File: src/rtl/hilo_sign_prep.sv
module hilo_sign_prep #(
    parameter int unsigned WIDTH = 32
) (
    input  logic [1:0]       op_i,
    input  logic [WIDTH-1:0] a_i,
    input  logic [WIDTH-1:0] b_i,
    output logic [WIDTH-1:0] mag_a_o,
    output logic [WIDTH-1:0] mag_b_o,
    output logic             neg_lo_o,
    output logic             neg_hi_o,
    output logic             div_zero_o
);
    logic is_signed;
    logic is_div;
    logic a_neg;
    logic b_neg;

    always_comb begin
        is_signed  = ~op_i[0];
        is_div     = op_i[1];
        a_neg      = is_signed & a_i[WIDTH-1];
        b_neg      = is_signed & b_i[WIDTH-1];
        mag_a_o    = a_neg ? (~a_i + 1'b1) : a_i;
        mag_b_o    = b_neg ? (~b_i + 1'b1) : b_i;
        // product or quotient sign
        neg_lo_o   = a_neg ^ b_neg;
        // remainder follows the dividend; for a product the whole value flips
        neg_hi_o   = is_div ? a_neg : (a_neg ^ b_neg);
        div_zero_o = is_div & (b_i == '0);
    end
endmodule

File: src/rtl/hilo_iter_step.sv
module hilo_iter_step #(
    parameter int unsigned WIDTH = 32
) (
    input  logic             is_div_i,
    input  logic [WIDTH-1:0] w_hi_i,
    input  logic [WIDTH-1:0] w_lo_i,
    input  logic [WIDTH-1:0] b_i,
    output logic [WIDTH-1:0] w_hi_o,
    output logic [WIDTH-1:0] w_lo_o
);
    logic [WIDTH:0]   sum;
    logic [WIDTH:0]   shl;
    logic [WIDTH-1:0] trial;
    logic             fits;

    always_comb begin
        // shift-and-add: add the multiplicand into the upper half, then shift right
        sum   = {1'b0, w_hi_i} + (w_lo_i[0] ? {1'b0, b_i} : '0);
        // restoring division: shift the partial remainder left by one dividend bit
        shl   = {w_hi_i, w_lo_i[WIDTH-1]};
        fits  = (shl >= {1'b0, b_i});
        trial = shl[WIDTH-1:0] - b_i;
        if (is_div_i) begin
            w_hi_o = fits ? trial : shl[WIDTH-1:0];
            w_lo_o = {w_lo_i[WIDTH-2:0], fits};
        end else begin
            w_hi_o = sum[WIDTH:1];
            w_lo_o = {sum[0], w_lo_i[WIDTH-1:1]};
        end
    end
endmodule

File: src/rtl/hilo_sign_fix.sv
module hilo_sign_fix #(
    parameter int unsigned WIDTH = 32
) (
    input  logic             is_div_i,
    input  logic             neg_lo_i,
    input  logic             neg_hi_i,
    input  logic [WIDTH-1:0] w_hi_i,
    input  logic [WIDTH-1:0] w_lo_i,
    output logic [WIDTH-1:0] hi_o,
    output logic [WIDTH-1:0] lo_o
);
    localparam int unsigned PW = 2 * WIDTH;

    logic [PW-1:0] prod;

    always_comb begin
        prod = {w_hi_i, w_lo_i};
        if (neg_lo_i) begin
            prod = ~prod + 1'b1;
        end
        if (is_div_i) begin
            lo_o = neg_lo_i ? (~w_lo_i + 1'b1) : w_lo_i;
            hi_o = neg_hi_i ? (~w_hi_i + 1'b1) : w_hi_i;
        end else begin
            hi_o = prod[PW-1:WIDTH];
            lo_o = prod[WIDTH-1:0];
        end
    end
endmodule

File: src/rtl/hilo_muldiv_unit.sv
module hilo_muldiv_unit #(
    parameter int unsigned WIDTH = 32
) (
    input  logic             clk,
    input  logic             rst_n,
    input  logic             start_i,
    input  logic [1:0]       op_i,
    input  logic [WIDTH-1:0] src_a_i,
    input  logic [WIDTH-1:0] src_b_i,
    output logic             busy_o,
    output logic             done_o,
    output logic [WIDTH-1:0] hi_o,
    output logic [WIDTH-1:0] lo_o
);
    localparam int unsigned CW = $clog2(WIDTH + 1);
    localparam logic [CW-1:0] LAST_STEP = CW'(WIDTH);

    typedef struct packed {
        logic             busy;
        logic             done;
        logic [CW-1:0]    cnt;
        logic             is_div;
        logic             neg_lo;
        logic             neg_hi;
        logic             dz;
        logic [WIDTH-1:0] w_hi;
        logic [WIDTH-1:0] w_lo;
        logic [WIDTH-1:0] b;
        logic [WIDTH-1:0] hi;
        logic [WIDTH-1:0] lo;
    } unit_state_t;

    unit_state_t st_d, st_q;

    logic [WIDTH-1:0] mag_a, mag_b;
    logic             p_neg_lo, p_neg_hi, p_dz;
    logic [WIDTH-1:0] step_hi, step_lo;
    logic [WIDTH-1:0] fix_hi, fix_lo;

    hilo_sign_prep #(.WIDTH(WIDTH)) prep_i (
        .op_i      (op_i),
        .a_i       (src_a_i),
        .b_i       (src_b_i),
        .mag_a_o   (mag_a),
        .mag_b_o   (mag_b),
        .neg_lo_o  (p_neg_lo),
        .neg_hi_o  (p_neg_hi),
        .div_zero_o(p_dz)
    );

    hilo_iter_step #(.WIDTH(WIDTH)) step_i (
        .is_div_i(st_q.is_div),
        .w_hi_i  (st_q.w_hi),
        .w_lo_i  (st_q.w_lo),
        .b_i     (st_q.b),
        .w_hi_o  (step_hi),
        .w_lo_o  (step_lo)
    );

    hilo_sign_fix #(.WIDTH(WIDTH)) fix_i (
        .is_div_i(st_q.is_div),
        .neg_lo_i(st_q.neg_lo),
        .neg_hi_i(st_q.neg_hi),
        .w_hi_i  (st_q.w_hi),
        .w_lo_i  (st_q.w_lo),
        .hi_o    (fix_hi),
        .lo_o    (fix_lo)
    );

    always_comb begin
        st_d      = st_q;
        st_d.done = 1'b0;
        if (!st_q.busy) begin
            if (start_i) begin
                st_d.busy   = 1'b1;
                st_d.cnt    = '0;
                st_d.is_div = op_i[1];
                st_d.neg_lo = p_neg_lo;
                st_d.neg_hi = p_neg_hi;
                st_d.dz     = p_dz;
                st_d.w_hi   = '0;
                st_d.w_lo   = mag_a;
                st_d.b      = mag_b;
            end
        end else if (st_q.cnt == LAST_STEP) begin
            st_d.busy = 1'b0;
            st_d.done = 1'b1;
            if (!st_q.dz) begin
                st_d.hi = fix_hi;
                st_d.lo = fix_lo;
            end
        end else begin
            st_d.w_hi = step_hi;
            st_d.w_lo = step_lo;
            st_d.cnt  = st_q.cnt + 1'b1;
        end
    end

    always_ff @(posedge clk) begin
        if (!rst_n) begin
            st_q <= '0;
        end else begin
            st_q <= st_d;
        end
    end

    assign busy_o = st_q.busy;
    assign done_o = st_q.done;
    assign hi_o   = st_q.hi;
    assign lo_o   = st_q.lo;
endmodule

File: config.mk
export PLATFORM = sky130hd
export DESIGN_NAME = hilo_muldiv_unit
export DESIGN_NICKNAME = d
export VERILOG_FILES = /design/src/rtl/hilo_sign_prep.sv /design/src/rtl/hilo_iter_step.sv /design/src/rtl/hilo_sign_fix.sv /design/src/rtl/hilo_muldiv_unit.sv
export SDC_FILE = /design/constraint.sdc
export NUM_CORES = 1
export LEC_CHECK = 0
export CAP_MARGIN = 20
export CELL_PAD_IN_SITES_DETAIL_PLACEMENT = 1
export CELL_PAD_IN_SITES_GLOBAL_PLACEMENT = 1
export CORE_MARGIN = 4
export CORE_UTILIZATION = 43
export DETAILED_ROUTE_END_ITERATION = 7
export GPL_TIMING_DRIVEN = 0
export HOLD_SLACK_MARGIN = 0.05
export PLACE_DENSITY = 0.83
export SYNTH_ARGS = -nofsm -noshare
export SYNTH_HDL_FRONTEND = slang
export SYNTH_SLANG_ARGS = --single-unit
File: constraint.sdc
create_clock -name clk -period 4.1 [get_ports clk]
set_input_delay 0.41 -clock clk [delete_from_list [all_inputs] [get_ports clk]]
set_output_delay 0.41 -clock clk [all_outputs]
set_load 0.02 [all_outputs]
[Yosys cells after proc, flatten, opt, wreduce, memory -nomap -nowiden]
Cells that the tools add are included.
Operators by class
  add/sub/neg operators: 8
  $lt $le $gt $ge: 1
  eq/ne operators: 2
  muxes and demuxes: 20
  bitwise gates (word level): 12
  reductions and logical operators: 6
Operator list (number)
  32-bit two-way mux: 10
  64-bit two-way mux: 3
  32-bit by 1-bit adder with 32-bit output, second input constant: 4
  32-bit inverter: 4
  106-bit two-way mux: 1
  64-bit by 1-bit adder with 64-bit output, second input constant: 1
  64-bit inverter: 1
  32-bit by 33-bit adder with 33-bit output: 1
  33-bit by 32-bit >= comparator with 1-bit output: 1
  32-bit zero test: 1
  32-bit subtractor: 1
  6-bit two-way mux: 2
  6-bit by 1-bit adder with 6-bit output, second input constant: 1
  6-bit equality test, second input constant: 1
  2-bit AND reduction: 3
  1-bit AND: 3
  1-bit two-way mux: 3
  1-bit inverter: 3
  3-bit AND reduction: 1
  2-bit two-way mux: 1
  2-bit != test, second input constant: 1
  2-bit nonzero test: 1
  1-bit XOR: 1
Storage, ports and cells
  flip-flop bits (word level): 172
  bits of input ports: 69

[Longest topological paths before layout]
  depth after elaboration: 6
  depth in mapped cells: 14
  depth with buffers taken out: 13

[By module]
From an unflattened synthesis, not the netlist that was laid out.
Unflattened totals
  cell total of the unflattened synthesis: 2009
  area total of the unflattened synthesis: 15488.6 µm²
Modules (own cells, without submodules)
  hilo_muldiv_unit: times used 1, cells each 800, area an instance 7397.1 µm²
  hilo_iter_step: times used 1, cells each 701, area an instance 4728.3 µm²
  hilo_sign_fix: times used 1, cells each 291, area an instance 1945.6 µm²
  hilo_sign_prep: times used 1, cells each 217, area an instance 1417.6 µm²

[Worst setup path after synthesis]
OpenSTA, ideal clock, no wires.
  kind: reg-to-reg
  start: reg st_q[96] in the netlist's numbering
  end: reg st_q[154] in the netlist's numbering
  library setup time: 0.117 ns
  data arrival time: 3.013 ns
  path slack: 0.969 ns
  stages on the path, launching flop included: 13
  buffers on the path: 1
  clock period less this slack: 3.131 ns
  cells stage by stage: dfxtp_1 > clkinv_1 > clkbuf_1 > nor2_1 > ha_1 > a21oi_1 > a21oi_1 > a211oi_1 > a211oi_1 > or3_1 > a311o_1 > a21o_1 > a32o_1
Between the ends
  cells in the longest elaborated chain, start to end: 5
Ends and longest elaborated chain
  start: declaration: line hilo_muldiv_unit.sv:33  | unit_state_t st_d, st_q;
  start signal: assignment: line hilo_muldiv_unit.sv:103  | st_q <= st_d;
  32-bit two-way mux: line hilo_iter_step.sv:18  | sum = {1'b0, w_hi_i} + (w_lo_i[0] ? {1'b0, b_i} : '0);
  32-bit by 33-bit adder with 33-bit output: line hilo_iter_step.sv:18
  32-bit two-way mux: line hilo_iter_step.sv:23  | if (is_div_i) begin
  64-bit two-way mux: line hilo_muldiv_unit.sv:85  | end else if (st_q.cnt == LAST_STEP) begin
  64-bit two-way mux: line hilo_muldiv_unit.sv:73  | if (!st_q.busy) begin
Every way passes these cells. The select of a mux whose other input is x is not followed.
A chain may end at the register's enable or synchronous reset.

[Worst setup path after layout]
  start: reg st_q[127] in the netlist's numbering
  end: reg st_q[156] in the netlist's numbering
Between the ends
  cells in the longest elaborated chain, start to end: 5
  elaborated cells on any way between the ends: 6
  classes of those cells: add/sub (1); order compare (1); mux (4)
Ends and longest elaborated chain
  32-bit subtractor or 33-bit by 32-bit >= comparator with 1-bit output (tied branches): line hilo_iter_step.sv:22, hilo_iter_step.sv:21
  32-bit two-way mux (*): line hilo_iter_step.sv:24  | w_hi_o = fits ? trial : shl[WIDTH-1:0];
  32-bit two-way mux (*): line hilo_iter_step.sv:23
  64-bit two-way mux (*): line hilo_muldiv_unit.sv:85
  64-bit two-way mux (*): line hilo_muldiv_unit.sv:73
Mark *: on every way between the ends. The rest lies on a longest branch, timed or not. The select of a mux whose other input is x is not followed.

==> metrics.md <==
| Metric | Value |
|---|---|
| Post-route ant nets | 0 |
| Clock-pin slew on the worst setup and hold paths | around 0.070 ns |
| Worst slew pin tran | between 1 and 1.5 ns |
| Post-CTS Setup Repair Bufs | 0 |
| Final setup vio count | 0 |
| FF/Latch Area | approximately 3400 µm² |
| Cts bufs inserted | 17 |
| Core area | 31,700 µm² |
| Post-synthesis sequential area ratio | 24.8% |
| Max frequency | 256 MHz |
| Worst min path class | reg2reg |
| Synthesis-to-finish area growth | 17.7% |
| Synth warn | 0 |
| CTS tree | done |
| Worst rel slew slack | 27.2% |
| CP arrival | 4.25 ns |
| Clk root buf | clkbuf_16 |
| Top FF cell, synth | dfxtp_1 |
| Commonest non-fill, non-tap cell in the layout | nor2_1 |
| Fin util | around half |
| Outcome | completed |
| Final Total Pwr | 4.86 mW |
| Width of the die | 188 µm |
| Post-CTS Hold Buffers | 0 |
| Worst EP required | ~4.5 ns |
| EDFF count, synth | 0 |
| Nets | around 2.2k |
| Full die area | 35,300 µm² |
| Setup Skew | around 0.014 ns |
| Largest net degree at the start of global routing | 17 |
| Most frequent cells in the layout | 219 x nor2_1, 172 x a21oi_1, 171 x dfxtp_1 |
| GP Congestion | 0.950 |
| Startpoint Class | flip-flop |
| Power per cell area | around 300 nW/µm² |
| Area taken by multi-input logic gates | ~9400 µm² |
| #FFs+latches synth | ~170 |
| Gr ovfl total | 0 |
| Sink Count | between 150 and 200 |
| Initial antenna violation count | 0 |
| Mapped cell area | about 14,000 µm² |
| Syn Nets | between 2k and 2.5k |
| FILL cells | around 4k |
| Post-route setup slack | a little under 0.2 ns |
| Mean Syn Cell Area | 7.45 µm² |
| CTS max path bufs | 2 |
| Asr flop ratio synth | 0% |
| Starting Density | roughly 44% |
| Slew Limit Fails | 0 |
| # diodes | 0 |
| Leak | ~6.4 nW |
| Die H | 188 µm |
| Met1 Use GR | 41.7% |
| H-tree lvl count | 4 |
| Via Count | 14.8k |
| Placed wire-length estimate | ~44,000 µm |
| First-pass GRT wire length | ~86,000 µm |
| Routed vias/inst | ~6.1 |
| Area fraction of the dominant cell type after synthesis | 24.8% |
| Layout cell share with drive strength beyond 1 | between 7 and 8% |
| DR WL/cell | between 20 and 25 µm |
| Worst slack at placement | -0.0894 ns |
| Met3 usage | about 5.6% |
| IO Port Bufs | between 100 and 150 |
| RSZ-0062 raised after global routing | false |
| Ports | 135 |
| Final hold vios | 0 |
| Period utilization | between 90% and 100% |
| Row cnt | between 60 and 70 |
| Cell type with the largest total area after synthesis | dfxtp_1 |
| Worst Setup End Kind | flip-flop |
| Global-route usage over all layers | a little under a third |
| Vias in the first global route | roughly 15k |
| Top cells by area, synth | dfxtp_1 25%, ha_1 6.3%, a21oi_1 6.3% |
| GRT Max-Usage Layer | met2 |
| Drt first pass iters | 5 |
| Setup CP Type | reg2reg |
| Post-route DRC violation count | 0 |
| Gate Count Post-Synth | approximately 1.9k |
| Peak supply drop | roughly 0.27 mV |
| M2 GR Usage | approximately 50% |
| Synth cell types | 75 |
| CP max FO | 8 |
| Placed Instance Area | roughly 16,000 µm² |
| Routed Wire Length | around 55,000 µm |
| Final min period | ~3.9 ns |
| MaxCap Viol Count | 0 |
| DR iter-0 viols | 1,137 |
| Clock network latency to the later pin of the worst-skew pair | between 0.4 and 0.5 ns |
| Post-route cell area | between 15,000 and 20,000 µm² |
[critical path: stages (launching register included)]
cell      delay, ns
dfxtp_1        0.30
clkbuf_1       0.28
inv_1          0.23
ha_1           0.22
inv_1          0.06
fa_1           0.40
a21o_1         0.21
nand4_1        0.12
a211oi_1       0.15
nor4_2         0.60
nor2_1         0.17
a211oi_1       0.38
xor2_1         0.27
o211ai_1       0.12
a32o_1         0.30
[metal layers]
metal  part of all wire [%]  vias to the layer above
met5                      0                        -
met4                    2.0                        0
met3                    7.9                       83
met2                     45                      551
met1                     45                     7236
li1                       -                     6975
[metrics by stage]
stage | cells | setup TNS, ns | hold WS, ns
6_report | 2430 | 0 | 0.455
5_1_grt | 2430 | 0 | 0.470
4_1_cts | 2430 | 0 | 0.457
3_5_place_dp | 2401 | -0.244 | 0.448
3_3_place_gp | 2401 | -0.0566 | 0.442
2_1_floorplan | 1865 | 0 | 0.432
[timing repair]
| action | CTS | global route |
|---|---|---|
| gates resized for setup | 4 | 10 |
| endpoints found under the setup margin | 6 | 31 |
| pin swaps | 0 | 0 |
[synthesized netlist by cell type (7+ instances only)]
library cell / number
or3_1: 32
or4_1: 9
a21o_1: 23
ha_1: 70
xnor2_1: 75
o31ai_1: 20
a31oi_1: 17
a211oi_1: 68
buf_4: 64
o41ai_1: 13
o221ai_1: 7
inv_1: 56
dfxtp_1: 172
o31a_1: 8
buf_1: 8
a21oi_1: 174
a221oi_1: 20
nor2_1: 219
mux2i_1: 18
o21ai_0: 124
nor3_1: 33
nand2_1: 161
and2_1: 11
nand2b_1: 20
xor2_1: 87
o21a_1: 12
or2_2: 13
nor4_1: 20
and3_1: 14
nand4_1: 20
nand3_1: 25
clkbuf_1: 99
a22oi_1: 17
nor2b_1: 14
a311oi_1: 9
mux2_2: 23
o211ai_1: 15
[cell type report]
| type | count | area share [%] |
|---|---|---|
| inverters | 60 | 1.38 |
| clock inverters | 7 | 0.727 |
| well taps | 402 | 3.08 |
| plain buffers | 175 | 5.58 |
| multi-input cells | 1458 | 57.2 |
| flip-flops and latches | 172 | 21.1 |
| clock buffers | 22 | 2.72 |
| repair buffers | 134 | 8.20 |
[registers in the layout, summed over array words and instances, names as in the netlist]
register / flops
busy_o: 1
st_q: 106
lo_o: 32
hi_o: 32
done_o: 1
[report_power, final]
| group | switching [mW] | total, mW | internal, mW |
|---|---|---|---|
| Clock | 0.709 | 1.66 | 0.948 |
| Sequential | 0.110 | 1.85 | 1.74 |
| Combinational | 0.866 | 1.36 | 0.490 |
[worst paths after layout]
path / start / endpoint / slack [ns] / depth (start not counted)
max: st_q[127]$_SDFFE_PN0P_ / st_q[156]$_SDFFE_PN0P_ / 0.19 / 14
max reg2reg: st_q[127]$_SDFFE_PN0P_ / st_q[156]$_SDFFE_PN0P_ / 0.19 / 14
min: lo_o[29]$_SDFFE_PN0P_ / lo_o[29]$_SDFFE_PN0P_ / 0.45 / 2
min reg2reg: lo_o[29]$_SDFFE_PN0P_ / lo_o[29]$_SDFFE_PN0P_ / 0.45 / 2
[cell families after synthesis]
logic type,after synthesis,synth area share [%]
muxes,41,3.16
DFF,172,24.8
AOI/OAI and AO/OA,574,26.6
and+or+nand+nor,609,20.5
xor gates and xnor gates,162,10.2
adders and majority gates,72,6.59
buffers and inverters,235,8.15
Power figures use the tool's default switching activity.
